$ cat src/rtl/gib_pkg.sv
package gib_pkg;
  localparam int ADDR_W = 3;

  localparam logic [ADDR_W-1:0] A_TYPE   = 3'd0;
  localparam logic [ADDR_W-1:0] A_POL    = 3'd1;
  localparam logic [ADDR_W-1:0] A_ANY    = 3'd2;
  localparam logic [ADDR_W-1:0] A_MASK   = 3'd3;
  localparam logic [ADDR_W-1:0] A_STATUS = 3'd4;
  localparam logic [ADDR_W-1:0] A_LEVEL  = 3'd5;
endpackage

$ cat src/rtl/gib_sync.sv
module gib_sync #(
  parameter int W      = 32,
  parameter int STAGES = 2
) (
  input  logic         clk,
  input  logic         rst_n,
  input  logic [W-1:0] din,
  output logic [W-1:0] dout
);
  logic [STAGES-1:0][W-1:0] chain_q;
  logic [STAGES-1:0][W-1:0] chain_d;

  always_comb begin
    chain_d = {chain_q[STAGES-2:0], din};
  end

  always_ff @(posedge clk or negedge rst_n) begin
    if (!rst_n) chain_q <= '0;
    else        chain_q <= chain_d;
  end

  assign dout = chain_q[STAGES-1];
endmodule

$ cat src/rtl/gib_detect.sv
module gib_detect #(
  parameter int W = 32
) (
  input  logic         clk,
  input  logic         rst_n,
  input  logic [W-1:0] lvl,
  input  logic [W-1:0] cfg_edge,
  input  logic [W-1:0] cfg_inv,
  input  logic [W-1:0] cfg_both,
  output logic [W-1:0] hit
);
  logic [W-1:0] prev_q;

  always_ff @(posedge clk or negedge rst_n) begin
    if (!rst_n) prev_q <= '0;
    else        prev_q <= lvl;
  end

  for (genvar i = 0; i < W; i++) begin : g_pin
    logic rise, fall, edge_ev, level_ev;
    always_comb begin
      rise     = lvl[i] & ~prev_q[i];
      fall     = ~lvl[i] & prev_q[i];
      edge_ev  = cfg_both[i] ? (rise | fall) : (cfg_inv[i] ? fall : rise);
      level_ev = cfg_inv[i] ? ~lvl[i] : lvl[i];
      hit[i]   = cfg_edge[i] ? edge_ev : level_ev;
    end
  end
endmodule

$ cat src/rtl/gib_regs.sv
module gib_regs
  import gib_pkg::*;
#(
  parameter int W = 32
) (
  input  logic              clk,
  input  logic              rst_n,
  input  logic              wr_en,
  input  logic [ADDR_W-1:0] addr,
  input  logic [W-1:0]      wdata,
  input  logic [W-1:0]      hit,
  input  logic [W-1:0]      lvl,
  output logic [W-1:0]      cfg_edge,
  output logic [W-1:0]      cfg_inv,
  output logic [W-1:0]      cfg_both,
  output logic [W-1:0]      mask,
  output logic [W-1:0]      status,
  output logic [W-1:0]      rdata
);
  logic [W-1:0] edge_q, inv_q, both_q, mask_q, status_q;
  logic [W-1:0] status_d, clr;
  logic         we_edge, we_inv, we_both, we_mask;

  always_comb begin
    we_edge  = wr_en && (addr == A_TYPE);
    we_inv   = wr_en && (addr == A_POL);
    we_both  = wr_en && (addr == A_ANY);
    we_mask  = wr_en && (addr == A_MASK);
    clr      = (wr_en && (addr == A_STATUS)) ? wdata : '0;
    status_d = hit | (status_q & ~clr);
  end

  always_ff @(posedge clk or negedge rst_n) begin
    if (!rst_n) begin
      edge_q   <= '0;
      inv_q    <= '0;
      both_q   <= '0;
      mask_q   <= '1;
      status_q <= '0;
    end else begin
      if (we_edge) edge_q <= wdata;
      if (we_inv)  inv_q  <= wdata;
      if (we_both) both_q <= wdata;
      if (we_mask) mask_q <= wdata;
      status_q <= status_d;
    end
  end

  always_comb begin
    case (addr)
      A_TYPE:   rdata = edge_q;
      A_POL:    rdata = inv_q;
      A_ANY:    rdata = both_q;
      A_MASK:   rdata = mask_q;
      A_STATUS: rdata = status_q;
      A_LEVEL:  rdata = lvl;
      default:  rdata = '0;
    endcase
  end

  assign cfg_edge = edge_q;
  assign cfg_inv  = inv_q;
  assign cfg_both = both_q;
  assign mask     = mask_q;
  assign status   = status_q;
endmodule

$ cat src/rtl/gpio_irq_bank.sv
module gpio_irq_bank
  import gib_pkg::*;
#(
  parameter int NPINS       = 32,
  parameter int SYNC_STAGES = 2
) (
  input  logic              clk,
  input  logic              rst_n,
  input  logic [NPINS-1:0]  pin_in,
  input  logic              wr_en,
  input  logic [ADDR_W-1:0] addr,
  input  logic [NPINS-1:0]  wdata,
  output logic [NPINS-1:0]  rdata,
  output logic              irq
);
  logic [NPINS-1:0] lvl, hit, cfg_edge, cfg_inv, cfg_both, mask_q, status_q;

  gib_sync #(.W(NPINS), .STAGES(SYNC_STAGES)) u_sync (
    .clk(clk), .rst_n(rst_n), .din(pin_in), .dout(lvl)
  );

  gib_detect #(.W(NPINS)) u_detect (
    .clk(clk), .rst_n(rst_n), .lvl(lvl),
    .cfg_edge(cfg_edge), .cfg_inv(cfg_inv), .cfg_both(cfg_both),
    .hit(hit)
  );

  gib_regs #(.W(NPINS)) u_regs (
    .clk(clk), .rst_n(rst_n), .wr_en(wr_en), .addr(addr), .wdata(wdata),
    .hit(hit), .lvl(lvl),
    .cfg_edge(cfg_edge), .cfg_inv(cfg_inv), .cfg_both(cfg_both),
    .mask(mask_q), .status(status_q), .rdata(rdata)
  );

  assign irq = |(status_q & ~mask_q);
endmodule

$ cat config.mk
export PLATFORM = sky130hd
export DESIGN_NAME = gpio_irq_bank
export DESIGN_NICKNAME = d
export VERILOG_FILES = /design/src/rtl/gib_pkg.sv /design/src/rtl/gib_sync.sv /design/src/rtl/gib_detect.sv /design/src/rtl/gib_regs.sv /design/src/rtl/gpio_irq_bank.sv
export SDC_FILE = /design/constraint.sdc
export NUM_CORES = 1
export LEC_CHECK = 0
export ABC_CLOCK_PERIOD_IN_PS = 3200
export BUFFER_PORTS_ARGS = -buffer_cell sky130_fd_sc_hd__buf_2
export CORE_MARGIN = 8
export CORE_UTILIZATION = 35
export CTS_CLUSTER_DIAMETER = 50
export DETAILED_ROUTE_END_ITERATION = 8
export HOLD_SLACK_MARGIN = 0.15
export PLACE_DENSITY_LB_ADDON = 0.3
export SETUP_SLACK_MARGIN = 0.3
export SLEW_MARGIN = 0
export SYNTH_ARGS = -nofsm -noshare
export SYNTH_HDL_FRONTEND = slang
export SYNTH_SLANG_ARGS = --single-unit
$ cat constraint.sdc
create_clock -name clk -period 3.2 [get_ports clk]
set_clock_uncertainty 0.1 [all_clocks]
set_input_delay 0.48 -clock clk [delete_from_list [all_inputs] [get_ports clk]]
set_output_delay 0.48 -clock clk [all_outputs]
set_load 0.05 [all_outputs]
* Word level (Yosys, flattened, before mapping)
Cells that the tools add are included.
Cells by class: muxes and demuxes 130, equal/unequal tests 5, reductions and logical operators 7, bitwise gates (word level) 165
Operators by type and width (number):
- 32-bit case mux with 6 select lines | 1
- 1-bit 2-to-1 mux | 128
- 1-bit AND | 64
- 32-bit AND | 2
- 1-bit NOT | 64
- 32-bit NOT | 2
- 32-bit 2-to-1 mux | 1
- 1-bit OR | 32
- 32-bit OR | 1
- 32-bit OR reduction | 1
- 3-bit by 2-bit equality test with 1-bit output (second input constant) | 2
- 3-bit equality test (second input constant) | 2
- 1-bit logical AND | 5
- 3-bit by 1-bit equality test with 1-bit output (second input constant) | 1
- 3-bit logical NOT | 1
Storage, ports and cells: logic and storage cells 315, input bits 70, register bits 256

* Depth between registers and ports, before layout
depth in word-level cells 6, mapped depth 6

* Hierarchy
From an unflattened synthesis, not the netlist that was laid out.
Unflattened totals: cells, all modules 1040, area, all modules 12894.9 um2
Modules (own cells, without submodules):
- gib_regs | instances 1, area each 7758.7 um2, cells an instance 603
- gib_detect | instances 1, area each 3283.1 um2, cells an instance 320
- gib_sync | instances 1, area each 1601.5 um2, cells an instance 64
- gpio_irq_bank | instances 1, area each 251.5 um2, cells an instance 53

* Worst setup path before layout
Ideal clock, no wire load.
path type input -> output, start in addr[1], end out rdata[1], arrival 1.651 ns, required time 2.620 ns, slack 0.969 ns, stages on the path 5, path through and3b_1 > clkbuf_1 > clkbuf_1 > a22oi_1 > nand3_1
Between the ends: word-level cells in the longest chain between the ends 2, elaborated cells between the ends (all ways) 7, those cells by class eq/ne (5); mux (1); reduce/logical (1)
RTL lines:
- start, declared | line gpio_irq_bank.sv:11 | input logic [ADDR_W-1:0] addr,
- 3-bit equality test, or another cell as far along | line gib_regs.sv:50 | case (addr)
- 32-bit case mux with 6 select lines (*) | line gib_regs.sv:50
- end, declared | line gpio_irq_bank.sv:13 | output logic [NPINS-1:0] rdata,
Every way passes the cells marked *; elsewhere a longest branch is shown, timed or not.

* Worst setup path in the final report
start reg u_regs.mask_q[14] (netlist: u_regs.mask[14]), end out irq
Between the ends: word-level cells in the longest chain between the ends 3
RTL lines:
- start, declared | line gib_regs.sv:20 | logic [W-1:0] edge_q, inv_q, both_q, mask_q, status_q;
- start signal, assigned | line gib_regs.sv:44 | if (we_mask) mask_q <= wdata;
- 32-bit NOT | line gpio_irq_bank.sv:35 | assign irq = |(status_q & ~mask_q);
- 32-bit AND | line gpio_irq_bank.sv:35
- 32-bit OR reduction | line gpio_irq_bank.sv:35
- end, declared | line gpio_irq_bank.sv:14 | output logic irq
No other way between the ends.

==> reports/qor.yml <==
drt:
  drt-vias-per-instance: 5.07
  first_pass_iters: 5
  vias: 8160
  totalWireLength_um: 31100
  drt_iter0_drc: 411
  drtAntennaViolNets: 0
  routedWlPerCell_um: 19.3
  drc: 0
timing:
  hold_violations: 0
  fin_setup_tns_ps: 0
  slew_violations: 0
  rsz0062_at_grt: "false"
  setup_viol: 0
  period_share: 0.841
  fmax_mhz: 371
  tightest_slew_ps: 597
  max_slew_margin: 0.602
  min_period_ps: 2690
cts:
  postCtsSetupBuffers: 0
  post_cts_resized: 0
  cts_max_level: 2
  clk_pin_slew_worst_paths_ps: 60
  cts_root_buffer: "clkbuf_16"
  clockBufferDepth: 3
  cts_hold_buffers: 37
  cts_tree: "yes"
  cts_made_buffers: 36
  cts.sinks: 256
  insertion_delay_ps: 510
global_routing:
  overflow: 0
  antenna_found_initial: 3
  grt_pass1_wl_um: 49400
  grt_pass1_vias: 8609
  grt_max_degree: 76
  grt_usage: 0.151
critical_path:
  criticalPathCategory: "reg2out"
  crit_path_start_kind: "register"
  critPathArrivalTime_ps: 2110
  crit_required_ps: 2620
  worstSetupEndpointType: "output port"
  cp_max_fo: 3
run_status:
  outcome: "finished clean"
yosys:
  ys_types: 30
  netlist_area_um2: 12200
  ys_seq_elements: 256
  ys_seq_area_frac: 0.526
  syn_nets: 1101
  avgSynthCellArea_um2: 12.7
  netlist_instances: 967
  yosysWarnings: 0
floorplanning:
  die_w_um: 203
  coreArea_um2: 34500
  die_h_um: 203
  start_util: 0.354
  ios: 103
  rows: 68
  dieArea_um2: 41200
job:
  maxCapViolCount: 0
placed_design:
  dpl.hpwl_um: 19800
  finalWeightedCongestion: 0.782
  portBuffers: 102
cells_and_area:
  fin_nets: 1259
  syn_to_final_growth_pct: 22.1
  drive_above_1_share: 0.259
  final_util: 0.433
pwr:
  leakagePower_uw: 0.00680
  max-vdd-ir-drop_uv: 326
  p_per_area_nw_per_um2: 658
hold_path:
  hp-class: "in2reg"
==> worst paths after layout <==
| kind | end | slack (ps) | startpoint | cells after the start |
|---|---|---|---|---|
| worst max-delay path | irq | 510 | u_regs.mask[14] | 5 |
| worst min-delay path | u_regs.cfg_edge[15] | 170 | wdata[15] | 2 |
| worst max register to register | u_regs.status[21] | 1580 | u_sync.dout[21] | 5 |
| worst min register to register | u_sync.dout[0] | 240 | u_sync.chain_d[32] | 0 |
| max in group asynchronous | u_regs.mask[26] | 1720 | rst_n | 3 |
| min in group asynchronous | u_regs.status[18] | 430 | rst_n | 2 |
==> routing by layer <==
layer  GRT usage  up-vias  part of all wire
met1       0.208     4080              0.47
met4      0.0534        0             0.029
met3      0.0309       68             0.061
met5           0        -                 0
met2       0.232      222              0.44
li1            -     3790                 -
==> cell type report <==
| cell class | count | area, µm² |
|---|---|---|
| antenna | 3 | 7.51 |
| multi-input combinational | 576 | 5120 |
| fill | 3236 | 19600 |
| tap | 455 | 569 |
| timing repair buffer | 159 | 1250 |
| clock buffer | 49 | 991 |
| clock inverter | 17 | 201 |
| sequential | 256 | 6450 |
| inverter | 96 | 360 |
==> placed cells by master, fill, tap and decap left out, types with 8 or more instances in the layout <==
master and count:
buf_4 8, dfstp_2 32, nand3_1 32, a211oi_1 32, mux2_1 68, a21oi_2 20
buf_12 16, a21oi_1 44, o22ai_1 16, a22oi_1 96, nor2_1 32, buf_2 97
inv_1 96, mux2_4 60, clkbuf_16 37, nor2b_1 32, a211o_1 32, dlygate4sd3_1 37
xnor2_1 32, ha_1 64, dfrtp_1 224, clkbuf_1 10
==> cell usage after synthesis (all sizes together) <==
master	number	area, µm²
dfrtp	224	5610
mux2	128	1670
a22oi	96	721
inv	96	360
a21oi	64	395
ha	64	801
a211o	32	280
a211oi	32	240
dfstp	32	841
nand3	32	160
nor2	32	120
nor2b	32	200
xnor2	32	280
buf	24	282
o22ai	16	100
clkbuf	15	56.3
and2	4	27.5
nor4	4	25.0
nor3b	3	43.8
and3b	2	17.5
nand2	1	6.26
nand4	1	6.26
nor3	1	10.0
==> through the flow <==
stage,setup slack (ps),total power (µW),instance area (µm²),hold slack [ps],cells
2_1_floorplan,969,5340,12200,84.4,967
3_3_place_gp,825,5900,13400,232,1505
3_5_place_dp,807,5940,13400,235,1505
4_1_cts,463,9970,14900,153,1608
5_1_grt,380,10300,14900,167,1609
6_report,508,9830,15000,171,1611
==> state kept, by name, indices dropped and copies added, names as in the netlist <==
signal,flops
u_sync.chain_d,32
u_sync.dout,32
u_regs.cfg_inv,32
u_detect.prev_q,32
u_regs.mask,32
u_regs.cfg_both,32
u_regs.status,32
u_regs.cfg_edge,32
==> cells by family after synthesis <==
group | synth area share
flops | 0.526
compound gates | 0.142
buf+inv | 0.0570
mux | 0.136
simple gates | 0.0504
fa+ha+maj | 0.0654
xor+xnor | 0.0229
==> critical path, cell delays in order, from the launching register on <==
cell     delay [ps]
dfstp_2         540
o22ai_1         130
nor4_1          290
buf_4           180
nand4_1         180
buf_2           280
==> report_power, final <==
part / internal (µW) / switching (µW) / total, µW
clock network: 2440 / 1480 / 3930
logic: 796 / 862 / 1660
registers: 3760 / 488 / 4250
total: 7000 / 2830 / 9830
Power figures use the tool's default switching activity.
